`src/rtl/acc_cpu_pkg.sv`:
```
package acc_cpu_pkg;

    localparam int OP_W = 4;

    typedef enum logic [OP_W-1:0] {
        OPC_NOP = 4'h0,
        OPC_LDM = 4'h1,
        OPC_ADD = 4'h2,
        OPC_SUB = 4'h3,
        OPC_STM = 4'h4,
        OPC_LDK = 4'h5,
        OPC_JMP = 4'h6,
        OPC_JCY = 4'h7,
        OPC_JZR = 4'h8,
        OPC_SHO = 4'hE,
        OPC_STP = 4'hF
    } opcode_e;

    // 17-bit control word; the last field lands on bit 0 (carry-conditioned jump)
    typedef struct packed {
        logic halt;
        logic pc_out;
        logic pc_inc;
        logic mar_in;
        logic ram_out;
        logic ram_in;
        logic ir_in;
        logic opd_out;
        logic a_in;
        logic a_out;
        logic alu_out;
        logic alu_sub;
        logic b_in;
        logic out_in;
        logic jmp;
        logic jz;
        logic jc;
    } ctrl_t;

endpackage

```
`src/rtl/acc_cpu_alu.sv`:
```
module acc_cpu_alu #(
    parameter int W = 8
) (
    input  logic [W-1:0] a,
    input  logic [W-1:0] b,
    input  logic         sub,
    output logic [W-1:0] res,
    output logic         cout,
    output logic         zero
);
    logic [W:0] wide;

    always_comb begin
        wide = {1'b0, a} + {1'b0, b ^ {W{sub}}} + {{W{1'b0}}, sub};
        res  = wide[W-1:0];
        cout = wide[W];
        zero = (wide[W-1:0] == '0);
    end
endmodule

```
`src/rtl/acc_cpu_ram.sv`:
```
module acc_cpu_ram #(
    parameter int AW = 4,
    parameter int DW = 8
) (
    input  logic          clk,
    input  logic          pre_we,
    input  logic [AW-1:0] pre_addr,
    input  logic [DW-1:0] pre_data,
    input  logic          cpu_we,
    input  logic [AW-1:0] cpu_addr,
    input  logic [DW-1:0] cpu_data,
    output logic [DW-1:0] rd_data
);
    localparam int DEPTH = 1 << AW;

    logic [DW-1:0] mem_q [DEPTH];

    always_ff @(posedge clk) begin
        if (pre_we) begin
            mem_q[pre_addr] <= pre_data;
        end else if (cpu_we) begin
            mem_q[cpu_addr] <= cpu_data;
        end
    end

    assign rd_data = mem_q[cpu_addr];
endmodule

```
`src/rtl/acc_cpu_ucode.sv`:
```
module acc_cpu_ucode
    import acc_cpu_pkg::*;
#(
    parameter int STEP_W = 3
) (
    input  logic [OP_W-1:0]   op,
    input  logic [STEP_W-1:0] step,
    output ctrl_t             cw
);
    localparam logic [STEP_W-1:0] T_ADR = STEP_W'(0);
    localparam logic [STEP_W-1:0] T_INS = STEP_W'(1);
    localparam logic [STEP_W-1:0] T_EX0 = STEP_W'(2);
    localparam logic [STEP_W-1:0] T_EX1 = STEP_W'(3);
    localparam logic [STEP_W-1:0] T_EX2 = STEP_W'(4);

    always_comb begin
        cw = '0;
        if (step == T_ADR) begin
            cw.pc_out = 1'b1;
            cw.mar_in = 1'b1;
        end else if (step == T_INS) begin
            cw.ram_out = 1'b1;
            cw.ir_in   = 1'b1;
            cw.pc_inc  = 1'b1;
        end else begin
            case (opcode_e'(op))
                OPC_LDM: begin
                    if (step == T_EX0) begin
                        cw.opd_out = 1'b1;
                        cw.mar_in  = 1'b1;
                    end
                    if (step == T_EX1) begin
                        cw.ram_out = 1'b1;
                        cw.a_in    = 1'b1;
                    end
                end
                OPC_ADD, OPC_SUB: begin
                    if (step == T_EX0) begin
                        cw.opd_out = 1'b1;
                        cw.mar_in  = 1'b1;
                    end
                    if (step == T_EX1) begin
                        cw.ram_out = 1'b1;
                        cw.b_in    = 1'b1;
                    end
                    if (step == T_EX2) begin
                        cw.alu_out = 1'b1;
                        cw.a_in    = 1'b1;
                        cw.alu_sub = (opcode_e'(op) == OPC_SUB);
                    end
                end
                OPC_STM: begin
                    if (step == T_EX0) begin
                        cw.opd_out = 1'b1;
                        cw.mar_in  = 1'b1;
                    end
                    if (step == T_EX1) begin
                        cw.a_out  = 1'b1;
                        cw.ram_in = 1'b1;
                    end
                end
                OPC_LDK: begin
                    if (step == T_EX0) begin
                        cw.opd_out = 1'b1;
                        cw.a_in    = 1'b1;
                    end
                end
                OPC_JMP: begin
                    if (step == T_EX0) begin
                        cw.opd_out = 1'b1;
                        cw.jmp     = 1'b1;
                    end
                end
                OPC_JCY: begin
                    if (step == T_EX0) begin
                        cw.opd_out = 1'b1;
                        cw.jc      = 1'b1;
                    end
                end
                OPC_JZR: begin
                    if (step == T_EX0) begin
                        cw.opd_out = 1'b1;
                        cw.jz      = 1'b1;
                    end
                end
                OPC_SHO: begin
                    if (step == T_EX0) begin
                        cw.a_out  = 1'b1;
                        cw.out_in = 1'b1;
                    end
                end
                OPC_STP: begin
                    if (step == T_EX0) cw.halt = 1'b1;
                end
                default: cw = '0;
            endcase
        end
    end
endmodule

```
`src/rtl/acc_cpu.sv`:
```
module acc_cpu
    import acc_cpu_pkg::*;
#(
    parameter int ADDR_W = 4,
    parameter int STEPS  = 5,
    localparam int DATA_W = OP_W + ADDR_W
) (
    input  logic              clk,
    input  logic              rst,
    input  logic              ld_en,
    input  logic [ADDR_W-1:0] ld_addr,
    input  logic [DATA_W-1:0] ld_data,
    output logic [DATA_W-1:0] out_val,
    output logic              out_stb,
    output logic              halted
);
    localparam int STEP_W = $clog2(STEPS);
    localparam logic [STEP_W-1:0] LAST_STEP = STEP_W'(STEPS - 1);

    typedef struct packed {
        logic [ADDR_W-1:0] pc;
        logic [ADDR_W-1:0] mar;
        logic [DATA_W-1:0] ir;
        logic [DATA_W-1:0] a;
        logic [DATA_W-1:0] b;
        logic [DATA_W-1:0] outr;
        logic              ostb;
        logic              carry;
        logic              zero;
        logic              halted;
        logic [STEP_W-1:0] step;
    } state_t;

    state_t            s_q, s_d;
    ctrl_t             cw;
    logic              run;
    logic [DATA_W-1:0] bus;
    logic [DATA_W-1:0] ram_rd;
    logic [DATA_W-1:0] alu_res;
    logic              alu_cout, alu_zero;
    logic              take_jump;

    assign run = !s_q.halted && !ld_en;

    acc_cpu_ucode #(.STEP_W(STEP_W)) u_ucode (
        .op   (s_q.ir[DATA_W-1 -: OP_W]),
        .step (s_q.step),
        .cw   (cw)
    );

    acc_cpu_alu #(.W(DATA_W)) u_alu (
        .a    (s_q.a),
        .b    (s_q.b),
        .sub  (cw.alu_sub),
        .res  (alu_res),
        .cout (alu_cout),
        .zero (alu_zero)
    );

    acc_cpu_ram #(.AW(ADDR_W), .DW(DATA_W)) u_ram (
        .clk      (clk),
        .pre_we   (ld_en),
        .pre_addr (ld_addr),
        .pre_data (ld_data),
        .cpu_we   (cw.ram_in && run),
        .cpu_addr (s_q.mar),
        .cpu_data (bus),
        .rd_data  (ram_rd)
    );

    // single-driver bus: microcode asserts at most one source per step
    always_comb begin
        if (cw.pc_out)       bus = DATA_W'(s_q.pc);
        else if (cw.ram_out) bus = ram_rd;
        else if (cw.opd_out) bus = DATA_W'(s_q.ir[ADDR_W-1:0]);
        else if (cw.a_out)   bus = s_q.a;
        else if (cw.alu_out) bus = alu_res;
        else                 bus = '0;
    end

    assign take_jump = cw.jmp || (cw.jc && s_q.carry) || (cw.jz && s_q.zero);

    always_comb begin
        s_d      = s_q;
        s_d.ostb = 1'b0;
        if (run) begin
            s_d.step = (s_q.step == LAST_STEP) ? '0 : s_q.step + 1'b1;
            if (cw.mar_in) s_d.mar = bus[ADDR_W-1:0];
            if (cw.ir_in)  s_d.ir  = bus;
            if (cw.a_in)   s_d.a   = bus;
            if (cw.b_in)   s_d.b   = bus;
            if (cw.pc_inc) s_d.pc  = s_q.pc + 1'b1;
            if (take_jump) s_d.pc  = bus[ADDR_W-1:0];
            if (cw.alu_out) begin
                s_d.carry = alu_cout;
                s_d.zero  = alu_zero;
            end
            if (cw.out_in) begin
                s_d.outr = bus;
                s_d.ostb = 1'b1;
            end
            if (cw.halt) s_d.halted = 1'b1;
        end
    end

    always_ff @(posedge clk) begin
        if (rst) s_q <= '0;
        else     s_q <= s_d;
    end

    assign out_val = s_q.outr;
    assign out_stb = s_q.ostb;
    assign halted  = s_q.halted;
endmodule

```
`config.mk`:
```
export PLATFORM = sky130hd
export DESIGN_NAME = acc_cpu
export DESIGN_NICKNAME = d
export VERILOG_FILES = /design/src/rtl/acc_cpu_pkg.sv /design/src/rtl/acc_cpu_alu.sv /design/src/rtl/acc_cpu_ram.sv /design/src/rtl/acc_cpu_ucode.sv /design/src/rtl/acc_cpu.sv
export SDC_FILE = /design/constraint.sdc
export NUM_CORES = 1
export LEC_CHECK = 0
export BUFFER_PORTS_ARGS = -buffer_cell sky130_fd_sc_hd__clkbuf_2
export CAP_MARGIN = 5
export CORE_MARGIN = 3
export CORE_UTILIZATION = 55
export CTS_BUF_LIST = sky130_fd_sc_hd__clkbuf_2 sky130_fd_sc_hd__clkbuf_4 sky130_fd_sc_hd__clkbuf_8
export DETAILED_ROUTE_END_ITERATION = 10
export PLACE_DENSITY = 0.72
export SETUP_SLACK_MARGIN = 0.05
export SLEW_MARGIN = 30
export SYNTH_ARGS = -nofsm -noshare
export SYNTH_HDL_FRONTEND = slang
export SYNTH_SLANG_ARGS = --single-unit
```
`constraint.sdc`:
```
create_clock -name clk -period 7.2 [get_ports clk]
set_clock_uncertainty 0.05 [all_clocks]
set_input_delay 1.44 -clock clk [delete_from_list [all_inputs] [get_ports clk]]
set_output_delay 1.44 -clock clk [all_outputs]
set_load 0.005 [all_outputs]
```
==> flow_summary.ini <==
[grt]
grt_use_total = 0.237
grt_max_degree = 52
grt_remaining_overflow = 0
grt_pass1_wl_um = 28500
antenna_found_initial = 0
grt_pass1_vias = 4979

[synthesis]
synth-main-ff-cell = edfxtp_1
synth_warnings = 0
async_reset_ff_frac = 0
ys_types = 61
synth_area_per_cell_um2 = 13.3
yosysSeqAreaShare = 0.602
syn-cell-area_mm2 = 0.00808
syn_nets = 636
synth_edf_count = 128
ys_ff_latch = 179
synth_cells = 606

[worst_setup_path]
max_stage_delay_ns = 0.62
timing.rr.end = u_ram.mem_q[1][7]
reg2reg_depth = 13
crit_path_end_kind = flop
r2r_slack_ns = 2.42
path_common_cell = ha_1
crit_required_ns = 7.27
cp-startpoint = s_q[0]
crit_slowest_cell = a221oi_1
crit_arrival_ns = 4.85
crit_type = flop to flop
endpoint = u_ram.mem_q[1][7]
crit-reg2reg-launch = s_q[0]
critPathMaxFanout = 16
critPathLaunchType = flop
path_cells = inv_1, ha_1, nand4b_1, nand2b_1, nor2_1, xor2_1, ha_1, a21oi_1, o22ai_1, nor3b_1, mux2i_1, a221oi_1, o21ai_2

[detailed_routing]
routed_via_density = 6.27
route.vias.total = 5111
drc = 0
wl_met1_um = 7080
drtAntennaViolNets = 0
dr.pass1.iters = 5
wl_met2_um = 9600
dr.first_iter.drc_count = 444
routed_wl_um = 18400
met3_length_um = 1150
post_drt_wl_per_cell_um = 22.6
top_layer = met4

[floorplan]
initial_core_util = 0.571
die_w_um = 127
io_pins = 25
die_y_um = 127
num_rows = 43
core_mm2 = 0.0141
fp.dieArea_mm2 = 0.0162

[place]
place_area_mm2 = 0.00831
routabilityCongestion = 0.839
port_buffers = 24
dp_cells = 783
place_ws_ns = 2.40
hpwl_um = 12300

[clocking]
clk_latency_ns = 0.47
cts_setup_buffers = 0
cts_tree = done
clk_path_buf_depth = 2
h-tree-depth = 4
hold_buffers = 0
clkSlewWorstSetupHoldPaths_ns = 0.10
post_cts_resize_count = 0
root_buffer = clkbuf_8
cts_sinks = 179
cts_buffers = 17

[sta]
rsz0062_at_grt = no
period_minus_slack_ns = 4.78
finalCritPeriodShare = 0.664
slew_headroom = 0.345
final_hold_viol_count = 0
tns_ns = 0
clock.fmax_ghz = 0.209
finalSetupViolations = 0
finalWorstSetupSlack_ns = 2.42
tightest_slew_ns = 0.980
final-max-slew-violation-count = 0

[finish]
layout-drive-gt1-share = 0.192
final_cells = 815
fin_util = 0.616
fillers = 1075
layout_commonest_cell = edfxtp_1
stdcell_area_mm2 = 0.00871
area.growth.synth_to_final_pct = 7.85
diodes = 0
final_cell_mix = 128 x edfxtp_1, 60 x nor2_1, 48 x dfxtp_1
finalNetCount = 652

[status]
outcome = completed

[power]
power_frac_seq = 0.587
intPower_uw = 1470
p_switching_uw = 482
leakage_uw = 0.00289
p_clk_frac = 0.342
powerDensity_mw_per_mm2 = 225
p_sw_frac = 0.246
ir_drop_mv = 0.205
power_frac_comb = 0.071

[worst_hold_path]
hp-class = flop to flop

[run]
timing.max_cap.violations = 0
==> cell families (layout without fill, tap and decap cells) <==
group	after synthesis	count (layout)	synth area share
flip-flops	179	179	0.602
AO/OA/AOI/OAI	128	128	0.111
XOR/XNOR	12	12	0.0130
buffers and inverters	47	76	0.0299
multiplexers	52	52	0.119
adder cells (fa/ha/maj)	15	15	0.0242
AND/OR/NAND/NOR	173	173	0.101
==> layer usage <==
metal	vias up	GRT usage
met2	199	0.407
met1	2517	0.294
met3	35	0.0502
met4	0	0.0991
li1	2360	-
met5	-	0
==> through the flow <==
stage               hold slack [ns]  total power, uW
finish                        0.431             1960
global route                  0.464             2020
CTS                           0.433             1960
detailed placement            0.404             1310
global placement              0.395             1310
floorplan                     0.383             1260
==> worst min-delay path by stage <==
stage | end | cells past startpoint | from | slack [ns]
5_1_grt | out_val[0] | 2 | out_val[0] | 0.46
2_1_floorplan | s_q[31] | 2 | s_q[31] | 0.38
4_1_cts | s_q[34] | 2 | s_q[34] | 0.43
3_5_place_dp | s_q[34] | 2 | s_q[34] | 0.40
3_3_place_gp | s_q[31] | 2 | s_q[31] | 0.39
6_report | out_val[0] | 2 | out_val[0] | 0.43
==> cells in the mapped netlist (4+ instances only) <==
master	number	area (um^2)
nor3b_1	4	30.0
o21a_1	7	52.6
nor2_1	69	259
edfxtp_1	128	3840
nor3_1	13	65.1
nand2_1	41	154
a21oi_1	20	100
and3_1	4	25.0
a21o_1	4	30.0
mux2i_1	15	150
nand3_1	7	35.0
nand2b_1	8	50.1
a31oi_1	11	68.8
inv_1	12	45.0
xor2_1	10	87.6
ha_1	14	175
o21ai_1	4	20.0
buf_4	10	75.1
dfxtp_1	51	1020
o21ai_0	20	100
clkbuf_1	11	41.3
and2_1	4	25.0
a211oi_1	34	255
nor2b_1	7	43.8
buf_2	10	50.1
mux4_2	34	766
==> registers in the layout, summed over array words and instances (netlist names), named ones only <==
register	count
out_stb	1
halted	1
out_val	8
s_q	37
u_ram.mem_q	128
==> critical path: cells and delay by family, from the launching register on <==
family | cells | cell delay, ns
compound gates | 4 | 1.53
xor+xnor | 1 | 0.14
fa+ha+maj | 2 | 0.74
buf+inv | 1 | 0.10
flops | 1 | 0.37
mux | 1 | 0.16
simple gates | 4 | 1.35
==> final cells by class <==
type / instances / area (um^2) / area share
clock buffers: 20 / 256 / 0.0294
clock inverters: 12 / 123 / 0.0141
inverters: 12 / 45.0 / 0.00517
multi-input cells: 380 / 3010 / 0.346
flip-flops and latches: 179 / 4870 / 0.559
well taps: 180 / 225 / 0.0258
repair buffers: 32 / 180 / 0.0207
==> power groups by stage <==
| stage | logic [uW] | clock network (uW) | registers (uW) |
|---|---|---|---|
| floorplan | 113 | 0 | 1150 |
| global placement | 135 | 0 | 1170 |
| detailed placement | 137 | 0 | 1170 |
| CTS | 138 | 674 | 1150 |
| global route | 150 | 714 | 1150 |
| finish | 140 | 669 | 1150 |
(Power assumes the default switching activity.)
